**config.mk**
```make
export PLATFORM = sky130hd
export DESIGN_NAME = clkout_div
export DESIGN_NICKNAME = d
export VERILOG_FILES = /design/src/rtl/clkout_div_pkg.sv /design/src/rtl/divcfg_reg.sv /design/src/rtl/divcfg_decode.sv /design/src/rtl/clkdiv_core.sv /design/src/rtl/clkout_div.sv
export SDC_FILE = /design/constraint.sdc
export NUM_CORES = 1
export LEC_CHECK = 0
export ABC_AREA = 1
export BUFFER_PORTS_ARGS = -buffer_cell sky130_fd_sc_hd__buf_2
export CAP_MARGIN = 15
export CORE_MARGIN = 2
export CORE_UTILIZATION = 49
export CTS_CLUSTER_DIAMETER = 80
export DETAILED_ROUTE_END_ITERATION = 8
export GPL_TIMING_DRIVEN = 0
export PLACE_DENSITY = 0.76
export SYNTH_ARGS = -nofsm -noshare
export SYNTH_HDL_FRONTEND = slang
export SYNTH_SLANG_ARGS = --single-unit
```
**constraint.sdc**
```tcl
create_clock -name clk -period 1.2 [get_ports clk]
set_input_delay 0 -clock clk [delete_from_list [all_inputs] [get_ports clk]]
set_output_delay 0 -clock clk [all_outputs]
set_load 0.005 [all_outputs]
```
**src/rtl/clkout_div_pkg.sv**
```systemverilog
package clkout_div_pkg;

    localparam int REG_W      = 8;
    localparam int CODE_W     = 3;
    localparam int STOP_BIT   = 3;
    localparam int LAYOUT_BIT = 7;

    typedef enum logic [1:0] {
        OM_STOP = 2'd0,
        OM_DIV  = 2'd1,
        OM_PASS = 2'd2
    } out_mode_e;

endpackage

```
**src/rtl/divcfg_reg.sv**
```systemverilog
module divcfg_reg #(
    parameter int REG_W      = clkout_div_pkg::REG_W,
    parameter int CODE_W     = clkout_div_pkg::CODE_W,
    parameter int STOP_BIT   = clkout_div_pkg::STOP_BIT,
    parameter int LAYOUT_BIT = clkout_div_pkg::LAYOUT_BIT
) (
    input  logic             clk,
    input  logic             rst_n,
    input  logic             wr_en,
    input  logic [REG_W-1:0] wr_data,
    output logic [REG_W-1:0] cfg_q
);

    logic [REG_W-1:0] keep_mask;
    logic [REG_W-1:0] cfg_d;
    logic [REG_W-1:0] cfg_r_q;

    // Only implemented fields hold state; the rest are tied to zero.
    for (genvar gi = 0; gi < REG_W; gi++) begin : g_mask
        assign keep_mask[gi] = (gi < CODE_W) || (gi == STOP_BIT) || (gi == LAYOUT_BIT);
    end

    always_comb begin
        cfg_d = cfg_r_q;
        if (wr_en) begin
            cfg_d = wr_data & keep_mask;
        end
    end

    always_ff @(posedge clk or negedge rst_n) begin
        if (!rst_n) begin
            cfg_r_q <= '0;
        end else begin
            cfg_r_q <= cfg_d;
        end
    end

    assign cfg_q = cfg_r_q;

endmodule

```
**src/rtl/divcfg_decode.sv**
```systemverilog
module divcfg_decode
    import clkout_div_pkg::*;
#(
    parameter int REG_W    = clkout_div_pkg::REG_W,
    parameter int CODE_W   = clkout_div_pkg::CODE_W,
    parameter int STOP_BIT = clkout_div_pkg::STOP_BIT
) (
    input  logic [REG_W-1:0]  cfg,
    output out_mode_e         req_mode,
    output logic [CODE_W-1:0] req_code
);

    localparam logic [CODE_W-1:0] PASS_CODE = '1;

    always_comb begin
        req_code = cfg[CODE_W-1:0];
        if (cfg[STOP_BIT]) begin
            req_mode = OM_STOP;
        end else if (req_code == PASS_CODE) begin
            req_mode = OM_PASS;
        end else begin
            req_mode = OM_DIV;
        end
    end

endmodule

```
**src/rtl/clkdiv_core.sv**
```systemverilog
module clkdiv_core
    import clkout_div_pkg::*;
#(
    parameter int CODE_W = clkout_div_pkg::CODE_W
) (
    input  logic              clk,
    input  logic              rst_n,
    input  out_mode_e         req_mode,
    input  logic [CODE_W-1:0] req_code,
    output out_mode_e         act_mode,
    output logic [CODE_W-1:0] act_code,
    output logic              lvl
);

    typedef struct packed {
        out_mode_e         mode;
        logic [CODE_W-1:0] code;
        logic [CODE_W-1:0] cnt;
        logic              lvl;
    } core_st_t;

    localparam core_st_t ST_RESET = '{mode: OM_STOP, code: '0, cnt: '0, lvl: 1'b0};

    core_st_t st_d, st_q;

    always_comb begin
        st_d = st_q;
        unique case (st_q.mode)
            OM_DIV: begin
                if (!st_q.lvl && req_mode == OM_STOP) begin
                    // Output already low: stopping here cannot clip a pulse.
                    st_d.mode = OM_STOP;
                    st_d.code = req_code;
                    st_d.cnt  = '0;
                end else if (st_q.cnt == st_q.code) begin
                    st_d.cnt = '0;
                    if (st_q.lvl) begin
                        // Falling edge of the output: the only point a ratio is swapped.
                        st_d.lvl  = 1'b0;
                        st_d.mode = req_mode;
                        st_d.code = req_code;
                    end else begin
                        st_d.lvl = 1'b1;
                    end
                end else begin
                    st_d.cnt = st_q.cnt + 1'b1;
                end
            end
            default: begin
                // Stopped or passing through: divided level is low, load freely.
                st_d.mode = req_mode;
                st_d.code = req_code;
                st_d.cnt  = '0;
                st_d.lvl  = 1'b0;
            end
        endcase
    end

    always_ff @(posedge clk or negedge rst_n) begin
        if (!rst_n) begin
            st_q <= ST_RESET;
        end else begin
            st_q <= st_d;
        end
    end

    assign act_mode = st_q.mode;
    assign act_code = st_q.code;
    assign lvl      = st_q.lvl;

endmodule

```
**src/rtl/clkout_div.sv**
```systemverilog
module clkout_div
    import clkout_div_pkg::*;
#(
    parameter int REG_W      = clkout_div_pkg::REG_W,
    parameter int CODE_W     = clkout_div_pkg::CODE_W,
    parameter int STOP_BIT   = clkout_div_pkg::STOP_BIT,
    parameter int LAYOUT_BIT = clkout_div_pkg::LAYOUT_BIT
) (
    input  logic             clk,
    input  logic             rst_n,
    input  logic             cfg_we,
    input  logic [REG_W-1:0] cfg_wdata,
    output logic [REG_W-1:0] cfg_rdata,
    output logic             layout_ext,
    output logic             clk_out
);

    logic [REG_W-1:0]  cfg_q;
    out_mode_e         req_mode;
    logic [CODE_W-1:0] req_code;
    out_mode_e         act_mode;
    logic [CODE_W-1:0] act_code;
    logic              div_lvl;
    logic              pass_en_d;
    logic              pass_en_q;

    divcfg_reg #(
        .REG_W      (REG_W),
        .CODE_W     (CODE_W),
        .STOP_BIT   (STOP_BIT),
        .LAYOUT_BIT (LAYOUT_BIT)
    ) u_reg (
        .clk     (clk),
        .rst_n   (rst_n),
        .wr_en   (cfg_we),
        .wr_data (cfg_wdata),
        .cfg_q   (cfg_q)
    );

    divcfg_decode #(
        .REG_W    (REG_W),
        .CODE_W   (CODE_W),
        .STOP_BIT (STOP_BIT)
    ) u_dec (
        .cfg      (cfg_q),
        .req_mode (req_mode),
        .req_code (req_code)
    );

    clkdiv_core #(
        .CODE_W (CODE_W)
    ) u_core (
        .clk      (clk),
        .rst_n    (rst_n),
        .req_mode (req_mode),
        .req_code (req_code),
        .act_mode (act_mode),
        .act_code (act_code),
        .lvl      (div_lvl)
    );

    // Pass-through select moves on the falling input edge, while clk is low.
    always_comb begin
        pass_en_d = (act_mode == OM_PASS);
    end

    always_ff @(negedge clk or negedge rst_n) begin
        if (!rst_n) begin
            pass_en_q <= 1'b0;
        end else begin
            pass_en_q <= pass_en_d;
        end
    end

    assign clk_out    = pass_en_q ? clk : div_lvl;
    assign cfg_rdata  = cfg_q;
    assign layout_ext = cfg_q[LAYOUT_BIT];

endmodule

```
==> results.txt <==
- In this run the static leakage power is 0.573 nW.
* Kind of cell adding the most delay to the critical path: flip-flops
* Area taken by flip-flops and latches: 375 um2
* Wire length of the first global-routing pass: 2440 um
- Final core utilization: 73.0%
- Placement row count: 14
- Highest routed layer: met4
- Number of flip-flops and latches in the synthesized netlist: 15
- The later pin in the worst-skew pair is clocked with a latency of 0.41 ns.
- DR vias/cell: 4.59
- After legalization and detailed placement, the total HPWL measured 871 um.
* Most common cell after layout, fill and taps aside: sky130_fd_sc_hd__nand2_1
- In the post-route analysis, the smallest setup slack over all paths is -0.440 ns.
- Wire length the detailed router placed on met1: 646 um
- Top library cells by usage in the layout, fill and taps aside: sky130_fd_sc_hd__nand2_1 (15), sky130_fd_sc_hd__buf_2 (14), sky130_fd_sc_hd__buf_4 (14), sky130_fd_sc_hd__dfrtp_1 (14), sky130_fd_sc_hd__inv_1 (12)
- Number of DRC violations after detailed routing: 0
- Violations in the final reports: setup timing
- Counting both buffers and inverters, the worst setup path holds a total of 1.
- Data arrival time of the critical path: 1.64 ns
- Detailed-router iteration count before antenna repair: 4
* Post-synthesis sequential area ratio: 49.8%
* Netlist area before placement: 754 um2
- The min-delay analysis places its worst path in the category primary input to asynchronous set/reset pin.
- Filler Cell Count: 110
* Result of the run: complete, but fails checks
- Counting every instance in the synthesized netlist gives 81.
- Effective utilization at floorplan: 51.3%
- STA classifies the critical path endpoint as an output pin.
- Wire segments on met2 add up to 710 um in the final route.
- The floorplan step defined a core boundary enclosing 1470 um2.
* Post-synthesis mux area share: 1.49%
- Number of distinct library cell variants in the gate-level netlist after synthesis: 20
* Proportion of layout cells with a drive suffix above 1: 37.2%
- Die ar.: 1870 um2
* Largest clock skew in the final design: 0.0105 ns
- Multi-input logic area: 299 um2
* Largest net degree at the start of global routing: 16
* Ports: 21
- Max-capacitance violation count: 0
- The detailed router finished its first iteration with 3 violations.
- The largest single stage delay on the critical path is 0.41 ns.
- Critical path, cell by cell: nand2_1 -> o21ai_1 -> buf_2
- Power density over the cells: 1880 nW/um2
- At the end of the flow, the number of nets in the layout was 134.
- Simple-gate share of the synthesized area: 25.7%
- Antenna violations before repair: 0
* Synthesis Warnings: 0
* Kind of start point of the critical path: flop
- Setup repair after global routing missed its margin: yes
- Number of global-route vias before repair: 616
- Clock tree from TritonCTS: yes
- Number of nets still failing antenna checks after routing: 0
- Most area-hungry cell type in the Yosys netlist: sky130_fd_sc_hd__dfrtp_1
* Worst endpoint required time: 1.20 ns
- Total length of routed met3 wires: 80 um
- After routing the design area is 1070 um2.
- Port buffering added 13 buffers.
- Summed over all layers, the routed wires come to 1460 um.
- The routed layout has 629 vias.
- Vertical die dimension: 43.2 um
* Final setup viols: 3
- Clock-pin slew was measured on the worst setup and hold paths at 0.09 ns.
- Worst-path cell with the longest stage delay: sky130_fd_sc_hd__dfrtn_1
* Worst-path fanout max: 2
- Fraction of synthesized cell area in xor and xnor cells: 2.32%
* Classification of the worst setup path: flop to output pin
* Detailed-route wire length per cell: 10.7 um
- Combinational family with the most area after synthesis: simple AND/OR/NAND/NOR gates
* Maximum vdd drop: 0.957 mV
- GRT Util Overall: 19.1%
- For this run the aggregate overflow at the end of global routing stands at 0.
- In this run the mean area of a mapped cell was 9.31 um2.
- The synthesized netlist devotes 4.98% of its cell area to compound gates.
- Ranked by total cell area, the synthesized netlist is headed by sky130_fd_sc_hd__dfrtp_1 (46%), sky130_fd_sc_hd__nand2_1 (9.0%), sky130_fd_sc_hd__buf_4 (7.0%), sky130_fd_sc_hd__inv_1 (6.0%), sky130_fd_sc_hd__nand3_4 (4.6%).
* Routability Congestion: 0.725
* Total inserted antenna cells: 0
- From synthesis to final layout, the design area changed by 42.5%.
- The placed instances occupy a cell area of 847 um2.
- Final Max Slew Viols: 0
* Top-area cell type share of the netlist area: 46.4%
* Width of the die: 43.2 um
* Sum of negative setup slack: -0.440 ns
* Hold Violations, Final: 0
* Adder and majority gate portion of the synthesized area: 1.66%
-- path summary, 6_finish.rpt --
path | start | end | slack [ns] | cells past startpoint
setup / recovery | pass_en_q$_DFF_NN0_ | clk_out | -0.44 | 3
hold / removal | rst_n | u_core.st_q[3]$_DFF_PN0_ | 0.02 | 2
setup reg to reg | u_core.act_mode[1]$_DFFE_PN0P_ | pass_en_q$_DFF_NN0_ | 0 | 2
hold reg to reg | u_core.act_code[0]$_DFFE_PN0P_ | u_core.act_code[0]$_DFFE_PN0P_ | 0.53 | 2
max in group asynchronous | rst_n | pass_en_q$_DFF_NN0_ | 0.42 | 2
min in group clk | cfg_wdata[7] | u_reg.cfg_q[7]$_DFFE_PN0P_ | 0.38 | 3
-- state kept, by name (all words and copies together) (netlist names) --
signal           cells
u_core.act_mode      2
pass_en_q            1
u_core.lvl           1
u_core.act_code      3
u_reg.cfg_q          5
u_core.st_q          3
-- metrics by stage --
stage               hold slack (ns)  power, mW  cells  setup slack [ns]
finish                       0.0221       2.02    137            -0.440
global route                 0.0448       2.20    137            -0.514
CTS                          0.0291       1.84    131            -0.453
detailed placement          -0.0766       1.38    112           -0.0828
global placement            -0.0821       1.35    112           -0.0691
floorplan                    -0.296       1.24     83           -0.0661
-- area by class of cell --
type                       instances  area share (%)
inverter                          12            4.19
sequential                        15            34.9
multi-input combinational         48            27.8
clock buffer                       7            4.66
timing repair buffer              30            20.7
buffer                             8            5.36
tap                               16            1.86
clock inverter                     1           0.466
-- cell usage after synthesis (all sizes together) --
| cell | count |
|---|---|
| nand2 | 19 |
| xnor2 | 2 |
| mux2 | 1 |
| nand3 | 8 |
| nand4 | 1 |
| ha | 1 |
| o31ai | 1 |
| nor2 | 6 |
| conb | 1 |
| o21ai | 6 |
| dfrtp | 14 |
| dfrtn | 1 |
| buf | 8 |
| inv | 12 |
-- per-layer routing --
metal | up-vias | GRT usage [%]
li1 | 322 | -
met1 | 284 | 22.5
met2 | 19 | 26.9
met3 | 4 | 10.2
met4 | 0 | 12.1
met5 | - | 0
-- worst reg2reg max path, stage by stage (launching register included) --
cell                      delay, ns
sky130_fd_sc_hd__dfrtp_1       0.38
sky130_fd_sc_hd__inv_1         0.05
sky130_fd_sc_hd__nor2_1        0.03
-- power breakdown --
part           total (mW)  internal [mW]  switching, mW
logic               0.839          0.408          0.431
registers           0.734          0.629          0.104
clock network       0.444          0.244          0.201
-- kinds of logic (layout without fill, tap and decap cells) --
logic type | count (synthesis) | count (layout)
other | 1 | 3
DFF | 15 | 15
xor gates and xnor gates | 2 | 2
and+or+nand+nor | 34 | 34
buffers and inverters | 20 | 58
muxes | 1 | 1
AOI/OAI and AO/OA | 7 | 7
adders and majority gates | 1 | 1
-- repair_timing --
| item | in CTS | in global routing |
|---|---|---|
| endpoints found under the setup margin | 4 | 8 |
| hold endpoints to repair | 20 | 0 |
| hold buffers | 11 | 0 |
| resized for setup | 1 | 4 |
| pin swaps | 1 | 5 |
| buffers inserted | 1 | 6 |
No activity file was read; power rests on OpenSTA's default activity.
